## config.mk

```make
export PLATFORM = sky130hd
export DESIGN_NAME = sfp_sequencer
export DESIGN_NICKNAME = d
export VERILOG_FILES = /design/src/rtl/sfp_pkg.sv /design/src/rtl/sfp_debounce.sv /design/src/rtl/sfp_trip_classify.sv /design/src/rtl/sfp_lockout_fsm.sv /design/src/rtl/sfp_sequencer.sv
export SDC_FILE = /design/constraint.sdc
export NUM_CORES = 1
export LEC_CHECK = 0
export ABC_AREA = 1
export CORE_ASPECT_RATIO = 0.75
export CORE_MARGIN = 4
export CORE_UTILIZATION = 55
export CTS_BUF_LIST = sky130_fd_sc_hd__clkbuf_8
export DETAILED_ROUTE_END_ITERATION = 10
export DONT_BUFFER_PORTS = 1
export PLACE_DENSITY = 0.77
export SLEW_MARGIN = 30
export SYNTH_ARGS = -nofsm -noshare
export SYNTH_HDL_FRONTEND = slang
export SYNTH_HIERARCHICAL = 1
export SYNTH_SLANG_ARGS = --single-unit
```

## constraint.sdc

```tcl
create_clock -name clk -period 2.3 [get_ports clk]
set_clock_uncertainty 0.05 [all_clocks]
set_input_delay 0 -clock clk [delete_from_list [all_inputs] [get_ports clk]]
set_output_delay 0 -clock clk [all_outputs]
set_load 0.02 [all_outputs]
```

## src/rtl/sfp_pkg.sv

```systemverilog
package sfp_pkg;

    localparam int NUM_FAULTS = 4;

    // fault index, also the bit position in fault_cause
    localparam int FLT_OLP  = 0;
    localparam int FLT_OVP  = 1;
    localparam int FLT_OTW  = 2;
    localparam int FLT_OTC  = 3;

    typedef enum logic [2:0] {
        ST_OFF,     // waiting for supply to reach start level
        ST_RUN,     // PWM allowed
        ST_WAIT,    // auto-restart fault, waiting for supply to drop below stop
        ST_DRAIN,   // discharging supply down to floor
        ST_LATCH    // latched off until release level
    } seq_state_e;

    typedef struct packed {
        seq_state_e             state;
        logic [NUM_FAULTS-1:0]  cause;
    } seq_regs_t;

endpackage

```

## src/rtl/sfp_debounce.sv

```systemverilog
module sfp_debounce #(
    parameter int unsigned LIM_NORM  = 16,
    parameter int unsigned LIM_LIGHT = 16
) (
    input  logic clk,
    input  logic rst_n,
    input  logic arm,
    input  logic cond,
    input  logic light,
    output logic expired
);
    localparam int unsigned LIM_MAX = (LIM_LIGHT > LIM_NORM) ? LIM_LIGHT : LIM_NORM;
    localparam int          CW      = $clog2(LIM_MAX + 1);
    localparam logic [CW-1:0] TOP_N = CW'(LIM_NORM - 1);
    localparam logic [CW-1:0] TOP_L = CW'(LIM_LIGHT - 1);
    localparam logic [CW-1:0] TOP_M = CW'(LIM_MAX - 1);

    logic [CW-1:0] cnt_d, cnt_q, lim_m1;
    logic          live;

    always_comb begin
        live    = arm && cond;
        lim_m1  = light ? TOP_L : TOP_N;
        expired = live && (cnt_q >= lim_m1);
        cnt_d   = '0;
        if (live) begin
            cnt_d = (cnt_q != TOP_M) ? cnt_q + 1'b1 : cnt_q;
        end
    end

    always_ff @(posedge clk or negedge rst_n) begin
        if (!rst_n) cnt_q <= '0;
        else        cnt_q <= cnt_d;
    end

endmodule

```

## src/rtl/sfp_trip_classify.sv

```systemverilog
module sfp_trip_classify
    import sfp_pkg::*;
#(
    parameter bit OLP_LATCH = 1'b0
) (
    input  logic [NUM_FAULTS-1:0] expired,
    output logic                  latch_trip,
    output logic                  restart_trip
);
    logic [NUM_FAULTS-1:0] latch_mask;

    for (genvar i = 0; i < NUM_FAULTS; i++) begin : g_mask
        if (i == FLT_OLP) begin : g_olp
            assign latch_mask[i] = OLP_LATCH;
        end else if (i == FLT_OVP) begin : g_ovp
            assign latch_mask[i] = 1'b0;
        end else begin : g_temp
            assign latch_mask[i] = 1'b1;
        end
    end

    always_comb begin
        latch_trip   = |(expired & latch_mask);
        restart_trip = |(expired & ~latch_mask);
    end

endmodule

```

## src/rtl/sfp_lockout_fsm.sv

```systemverilog
module sfp_lockout_fsm
    import sfp_pkg::*;
(
    input  logic                  clk,
    input  logic                  rst_n,
    input  logic                  vdd_ge_start,
    input  logic                  vdd_ge_stop,
    input  logic                  vdd_ge_floor,
    input  logic                  vdd_ge_release,
    input  logic [NUM_FAULTS-1:0] expired,
    input  logic                  latch_trip,
    input  logic                  restart_trip,
    output logic                  arm,
    output logic                  pwm_en,
    output logic                  latched,
    output logic                  discharge_en,
    output logic [NUM_FAULTS-1:0] fault_cause
);
    seq_regs_t r_d, r_q;

    always_comb begin
        r_d = r_q;
        unique case (r_q.state)
            ST_OFF: begin
                if (vdd_ge_start) r_d.state = ST_RUN;
            end
            ST_RUN: begin
                if (latch_trip) begin
                    r_d.state = ST_LATCH;
                    r_d.cause = expired;
                end else if (restart_trip) begin
                    r_d.state = ST_WAIT;
                    r_d.cause = expired;
                end else if (!vdd_ge_stop) begin
                    r_d.state = ST_OFF;
                end
            end
            ST_WAIT: begin
                if (!vdd_ge_stop) r_d.state = ST_DRAIN;
            end
            ST_DRAIN: begin
                if (!vdd_ge_floor) r_d.state = ST_OFF;
            end
            ST_LATCH: begin
                if (!vdd_ge_release) r_d.state = ST_OFF;
            end
            default: r_d.state = ST_OFF;
        endcase
    end

    always_ff @(posedge clk or negedge rst_n) begin
        if (!rst_n) begin
            r_q.state <= ST_OFF;
            r_q.cause <= '0;
        end else begin
            r_q <= r_d;
        end
    end

    always_comb begin
        arm          = (r_q.state == ST_RUN);
        pwm_en       = (r_q.state == ST_RUN);
        latched      = (r_q.state == ST_LATCH);
        discharge_en = (r_q.state == ST_DRAIN);
        fault_cause  = r_q.cause;
    end

endmodule

```

## src/rtl/sfp_sequencer.sv

```systemverilog
module sfp_sequencer
    import sfp_pkg::*;
#(
    parameter int unsigned OLP_CYC       = 55000,
    parameter int unsigned OVP_CYC       = 165,
    parameter int unsigned OTW_NORM_CYC  = 16000,
    parameter int unsigned OTW_LIGHT_CYC = 51000,
    parameter int unsigned OTC_NORM_CYC  = 185,
    parameter int unsigned OTC_LIGHT_CYC = 605,
    parameter bit          OLP_LATCH     = 1'b0
) (
    input  logic                  clk,
    input  logic                  rst_n,
    input  logic                  vdd_ge_start,
    input  logic                  vdd_ge_stop,
    input  logic                  vdd_ge_floor,
    input  logic                  vdd_ge_release,
    input  logic                  vdd_over,
    input  logic                  fb_open,
    input  logic                  temp_warn,
    input  logic                  temp_crit,
    input  logic                  light_load,
    output logic                  pwm_en,
    output logic                  latched,
    output logic                  discharge_en,
    output logic [NUM_FAULTS-1:0] fault_cause
);
    localparam int unsigned LIM_N [NUM_FAULTS] = '{OLP_CYC, OVP_CYC, OTW_NORM_CYC,  OTC_NORM_CYC};
    localparam int unsigned LIM_L [NUM_FAULTS] = '{OLP_CYC, OVP_CYC, OTW_LIGHT_CYC, OTC_LIGHT_CYC};

    logic [NUM_FAULTS-1:0] cond;
    logic [NUM_FAULTS-1:0] expired;
    logic                  arm;
    logic                  latch_trip;
    logic                  restart_trip;

    always_comb begin
        cond          = '0;
        cond[FLT_OLP] = fb_open;
        cond[FLT_OVP] = vdd_over;
        cond[FLT_OTW] = temp_warn;
        cond[FLT_OTC] = temp_crit;
    end

    for (genvar i = 0; i < NUM_FAULTS; i++) begin : g_deb
        sfp_debounce #(
            .LIM_NORM  (LIM_N[i]),
            .LIM_LIGHT (LIM_L[i])
        ) u_deb (
            .clk     (clk),
            .rst_n   (rst_n),
            .arm     (arm),
            .cond    (cond[i]),
            .light   (light_load),
            .expired (expired[i])
        );
    end

    sfp_trip_classify #(.OLP_LATCH(OLP_LATCH)) u_cls (
        .expired      (expired),
        .latch_trip   (latch_trip),
        .restart_trip (restart_trip)
    );

    sfp_lockout_fsm u_fsm (
        .clk            (clk),
        .rst_n          (rst_n),
        .vdd_ge_start   (vdd_ge_start),
        .vdd_ge_stop    (vdd_ge_stop),
        .vdd_ge_floor   (vdd_ge_floor),
        .vdd_ge_release (vdd_ge_release),
        .expired        (expired),
        .latch_trip     (latch_trip),
        .restart_trip   (restart_trip),
        .arm            (arm),
        .pwm_en         (pwm_en),
        .latched        (latched),
        .discharge_en   (discharge_en),
        .fault_cause    (fault_cause)
    );

endmodule

```

After elaboration in Yosys (flattened, before gate mapping)
Index checks and enable logic that the tools add are counted.
Word-level totals
  logic and storage cells: 64
  input bits: 11
  register bits: 57
  output and inout bits: 7
Cells by class
  eq/ne operators: 17
  order comparisons: 4
  muxes and demuxes: 19
  reduce and logical (&&, ||, !) cells: 14
  add/subtract/negate cells: 4
Operators with widths (number)
  two-way mux 16 bit: 5
  adder 16 x 1 -> 16 bit (second input constant): 2
  != test 16 bit (second input constant): 2
  two-way mux 10 bit: 3
  two-way mux 3 bit: 6
  >= comparator 16 bit: 1
  >= comparator 16 bit (second input constant): 1
  two-way mux 8 bit: 2
  != test 2 bit (second input constant): 8
  case mux 3 bit (5 select lines): 1
  adder 10 x 1 -> 10 bit (second input constant): 1
  >= comparator 10 bit: 1
  != test 10 bit (second input constant): 1
  adder 8 x 1 -> 8 bit (second input constant): 1
  >= comparator 8 bit (second input constant): 1
  logical AND 1 bit: 8
  != test 8 bit (second input constant): 1
  two-way mux 7 bit: 1
  equality test 3 x 2 -> 1 bit (second input constant): 2
  AND reduction 5 bit: 1
  two-way mux 4 bit: 1
  != test 4 bit (second input constant): 1
  OR reduction 2 bit: 2
  equality test 3 x 1 -> 1 bit (second input constant): 1
  4 further kinds: 4

Logic depth before layout (Yosys ltp)
  depth in word-level cells: 7
  mapped depth: 17
  gate-level depth less buffers: 17

Hierarchy
Netlist, hierarchy kept.
By module, submodules not included
  sfp_debounce at g_deb[2].u_deb: area an instance 1142.3 um2, instances 1, seq. area each 400.4 um2, cells each 164
  sfp_debounce at g_deb[0].u_deb: area an instance 1042.2 um2, instances 1, seq. area each 400.4 um2, cells each 149
  sfp_debounce at g_deb[3].u_deb: area an instance 777.0 um2, instances 1, seq. area each 250.2 um2, cells each 113
  sfp_debounce at g_deb[1].u_deb: area an instance 493.0 um2, instances 1, seq. area each 200.2 um2, cells each 71
  sfp_lockout_fsm: area an instance 426.7 um2, instances 1, seq. area each 175.2 um2, cells each 58
  sfp_trip_classify: area an instance 22.5 um2, instances 1, seq. area each 0.0 um2, cells each 6

Least setup slack after synthesis
OpenSTA, ideal clock, no wires.
  kind: reg-to-reg
  start point: reg g_deb[2].u_deb.cnt_q[15]
  end point: reg u_fsm/r_q[5] (netlist name)
  period minus slack after synthesis: 1.867 ns
  setup time: 0.117 ns
  buffers on the path: 0
  required time: 2.133 ns
  arrival time: 1.700 ns
  slack: 0.433 ns
  cell stages (with the launch flop): 17
  cell sequence: dfrtp_1 ha_1 nand2_1 inv_1 nand3_1 nor2_1 nand2_1 a21oi_1 inv_1 nand2_1 nor2_1 nand3_1 nand2_1 nand2_2 nand2_2 nand2_1 nand2_1
Between the ends
  longest elaborated chain between the ends: 5
  elaborated cells on any way between the ends: 7
  classes of those cells: 1 x order compare; 1 x eq/ne; 2 x mux; 3 x reduce/logical
RTL lines
  start, declared: line sfp_debounce.sv:18  | logic [CW-1:0] cnt_d, cnt_q, lim_m1;
  start signal, assigned: line sfp_debounce.sv:33  | else cnt_q <= cnt_d;
  >= comparator 16 bit *: line sfp_debounce.sv:24  | expired = live && (cnt_q >= lim_m1);
  logical AND 1 bit *: line sfp_debounce.sv:24
  named net expired[2]: line sfp_sequencer.sv:32  | logic [NUM_FAULTS-1:0] expired;
  OR reduction 2 bit *: line sfp_trip_classify.sv:23  | latch_trip = |(expired & latch_mask);
  named net latch_trip: line sfp_sequencer.sv:34  | logic latch_trip;
  != test 4 bit (no line) or two-way mux 7 bit (tied branches)
  AND reduction 5 bit (no line) or case mux 3 bit (5 select lines) (tied branches)
  end signal, assigned: line sfp_lockout_fsm.sv:56  | r_q <= r_d;
  end, declared: line sfp_lockout_fsm.sv:19  | seq_regs_t r_d, r_q;
The timed path passes the listed nets; every way through them passes the cells marked *.
A chain may end at the register's enable or synchronous reset.

Final worst setup path
Same ends and word-level chain as after synthesis.

==> results.json <==
{
  "grt_usage_pct": 20.6,
  "whs_ns": 0.0440,
  "cts-root-buf": "clkbuf_8",
  "clock_path_buffers": 2,
  "start_util_pct": 56.9,
  "die_area_um2": 8520,
  "via_count": 3532,
  "finalSetupViolations": 0,
  "synth_edf_count": 0,
  "drt-total-wl_mm": 8.20,
  "routedWlPerCell_um": 12.1,
  "firstDrtPassIters": 4,
  "core-area_um2": 6860,
  "io_buffer_count": 0,
  "die_width_um": 105,
  "final_common_cell": "nand2_1",
  "layout_common_cells": "nand2_1, nor2_1, inv_1",
  "cpPeakStageDelay_ns": 0.40,
  "grt_pass1_vias": 3194,
  "yosysWarnings": 6,
  "place.gp.congestion": 0.845,
  "ant_nets": 0,
  "post-route-period-util_pct": 88.0,
  "synthesis.nets": 591,
  "power_frac_clock_pct": 34.6,
  "drv_cap": 0,
  "relSlewSlack_pct": 56.2,
  "grt_overflow": 0,
  "synthCells": 561,
  "htreeDepth": 3,
  "ys_seq_area_share_pct": 36.5,
  "slowest_stage": "dfrtp_1",
  "arrival_ns": 2.21,
  "netlist_area_um2": 3900,
  "crit_path_end_kind": "flop",
  "clk_latency_ns": 0.34,
  "antenna_found_initial": 0,
  "cts_setup_buffers": 0,
  "cts.repair.resized": 0,
  "hold_viol": 0,
  "drive_gt1_share_pct": 12.4,
  "timing.final.max_slew_violations": 0,
  "crit_top_cell": "nand2_1",
  "n_fill_cell": 604,
  "status": "complete, no violations",
  "syn_area_per_cell_um2": 6.96,
  "num-nets-final": 610,
  "clkSinkCount": 57,
  "async_reset_ff_share_pct": 100,
  "min_period_ns": 2.02,
  "drc": 0,
  "grt_first_pass_wirelength_mm": 14.2,
  "cts.clk_slew.worst_paths_ns": 0.06,
  "critPathRequiredTime_ns": 2.48,
  "synth-seq-cells": 57,
  "combinationalPowerShare_pct": 19.7,
  "fmax_mhz": 494,
  "dp_hpwl_mm": 6.03,
  "rsz0062_at_grt": "no",
  "power.internal_mw": 1.66,
  "cts_tree": "done",
  "startpoint_type": "flop",
  "drt-initial-drc-count": 144,
  "seqPwrFrac_pct": 45.7,
  "criticalPathCategory": "reg -> reg",
  "r2r_cells": 16,
  "ir_drop_v": 0.000230,
  "netlist-cell-type-count": 34,
  "synthToLayoutAreaGrowth_pct": 10.2,
  "viasPerCell": 5.19,
  "hp-class": "in -> reg",
  "tightest_slew_ns": 0.652,
  "p_per_area_nw_per_um2": 564,
  "die_h_um": 81.0,
  "cp_cell_sequence": "ha_1 -> nand2_1 -> inv_1 -> nand3_1 -> nor2_1 -> nand2_1 -> a21oi_1 -> inv_1 -> nand2_1 -> nor2_1 -> nand3_1 -> nand2_1 -> nand2_2 -> nand2_2 -> nand2_1 -> nand2_1",
  "antenna_cells": 0,
  "synth_top_flop_cell": "dfrtp_1",
  "row_count": 26,
  "setup-tns-final_ns": 0,
  "p_sw_share_pct": 31.5,
  "grt_max_degree": 58,
  "p_sw_mw": 0.765,
  "io_pins": 18,
  "power.leakage_nw": 2.07,
  "path_max_fanout": 4,
  "hold_depth": 6,
  "numCtsBuffers": 9
}
[worst max-delay path: cells and delay by family, from the launching register on]
family | cells | cell delay (ns)
buffers and inverters | 2 | 0.12
adder cells (fa/ha/maj) | 1 | 0.30
flip-flops | 1 | 0.40
AND/OR/NAND/NOR | 12 | 0.85
AO/OA/AOI/OAI | 1 | 0.17
[state kept, by name, indices dropped and copies added (netlist names)]
register	cells
g_deb.u_deb/cnt_q	50
u_fsm/r_q	3
u_fsm/fault_cause	4
[cell type report]
type	instances	area (um^2)	area share (%)
multi-input combinational	412	2110	49.0
sequential	57	1430	33.2
inverter	85	322	7.48
clock buffer	12	165	3.84
timing repair buffer	15	155	3.61
tap	98	123	2.85
clock inverter	1	3.75	0.0873
[cell usage after synthesis, types with 2 or more instances]
cell type	number	area [um^2]
o21ai_0	15	75.1
buf_4	6	45.0
a21oi_2	2	17.5
nor3_2	2	20.0
inv_2	4	15.0
nor2_4	5	56.3
or2_2	2	12.5
nor3_1	7	35.0
nand3_2	2	20.0
inv_1	78	293
nand3_1	45	225
a21oi_1	23	115
clkinv_2	2	10.0
nand2_2	17	106
dfrtp_1	57	1430
ha_1	19	238
xnor2_1	2	17.5
nor2_2	13	81.3
nand2_1	146	548
nand4_1	11	68.8
xor2_1	3	26.3
o21ai_1	7	35.0
nor2_1	82	308
[cells by family (layout without fill, tap and decap cells)]
family                     after synthesis  count (layout)  share of synthesized area (%)
AOI/OAI and AO/OA                       51              51                           7.31
xor gates and xnor gates                 5               5                           1.12
adders and majority gates               19              19                           6.09
buffers and inverters                   92             113                           9.52
DFF                                     57              57                           36.5
and+or+nand+nor                        337             337                           39.4
[repair_timing]
| action | 4_1_cts | 5_1_grt |
|---|---|---|
| setup endpoints to repair | 0 | 0 |
| hold buffers | 10 | 0 |
| endpoints found under the hold margin | 79 | 0 |
[power by group through the flow]
stage	clock network [mW]	logic, mW	registers (mW)
detailed placement	0	0.435	1.12
CTS	0.858	0.483	1.11
global placement	0	0.416	1.12
global route	0.912	0.547	1.12
floorplan	0	0.350	1.11
finish	0.839	0.479	1.11
[routing by layer]
| metal | global-route usage (%) | wire (um) | part of all wire (%) |
|---|---|---|---|
| met5 | 0 | 0 | 0 |
| met3 | 5.64 | 463 | 5.6 |
| met2 | 35.0 | 3790 | 46 |
| met1 | 26.5 | 3870 | 47 |
| met4 | 4.72 | 80 | 0.98 |
[worst paths after layout]
kind,start,to,slack [ns]
min in group asynchronous,rst_n,g_deb[3].u_deb/cnt_q[6],0.13
setup / recovery,g_deb[2].u_deb/cnt_q[15],u_fsm/r_q[5],0.28
hold / removal,vdd_ge_start,u_fsm/r_q[5],0.04
hold reg to reg,g_deb[0].u_deb/cnt_q[6],g_deb[0].u_deb/cnt_q[6],0.47
setup reg to reg,g_deb[2].u_deb/cnt_q[15],u_fsm/r_q[5],0.28
max in group asynchronous,rst_n,g_deb[0].u_deb/cnt_q[2],1.81
[through the flow]
stage	power, mW	util (%)	worst slack [ns]	cells	area [um^2]
final	2.43	62.7	0.275	680	4300
after global routing	2.58	62.7	0.0597	680	4300
after CTS	2.45	62.7	0.266	680	4300
after detailed placement	1.56	58.5	0.283	657	4010
after global placement	1.53	58.5	0.307	657	4010
after floorplan	1.46	-	0.433	561	3900
Power figures use the tool's default switching activity.
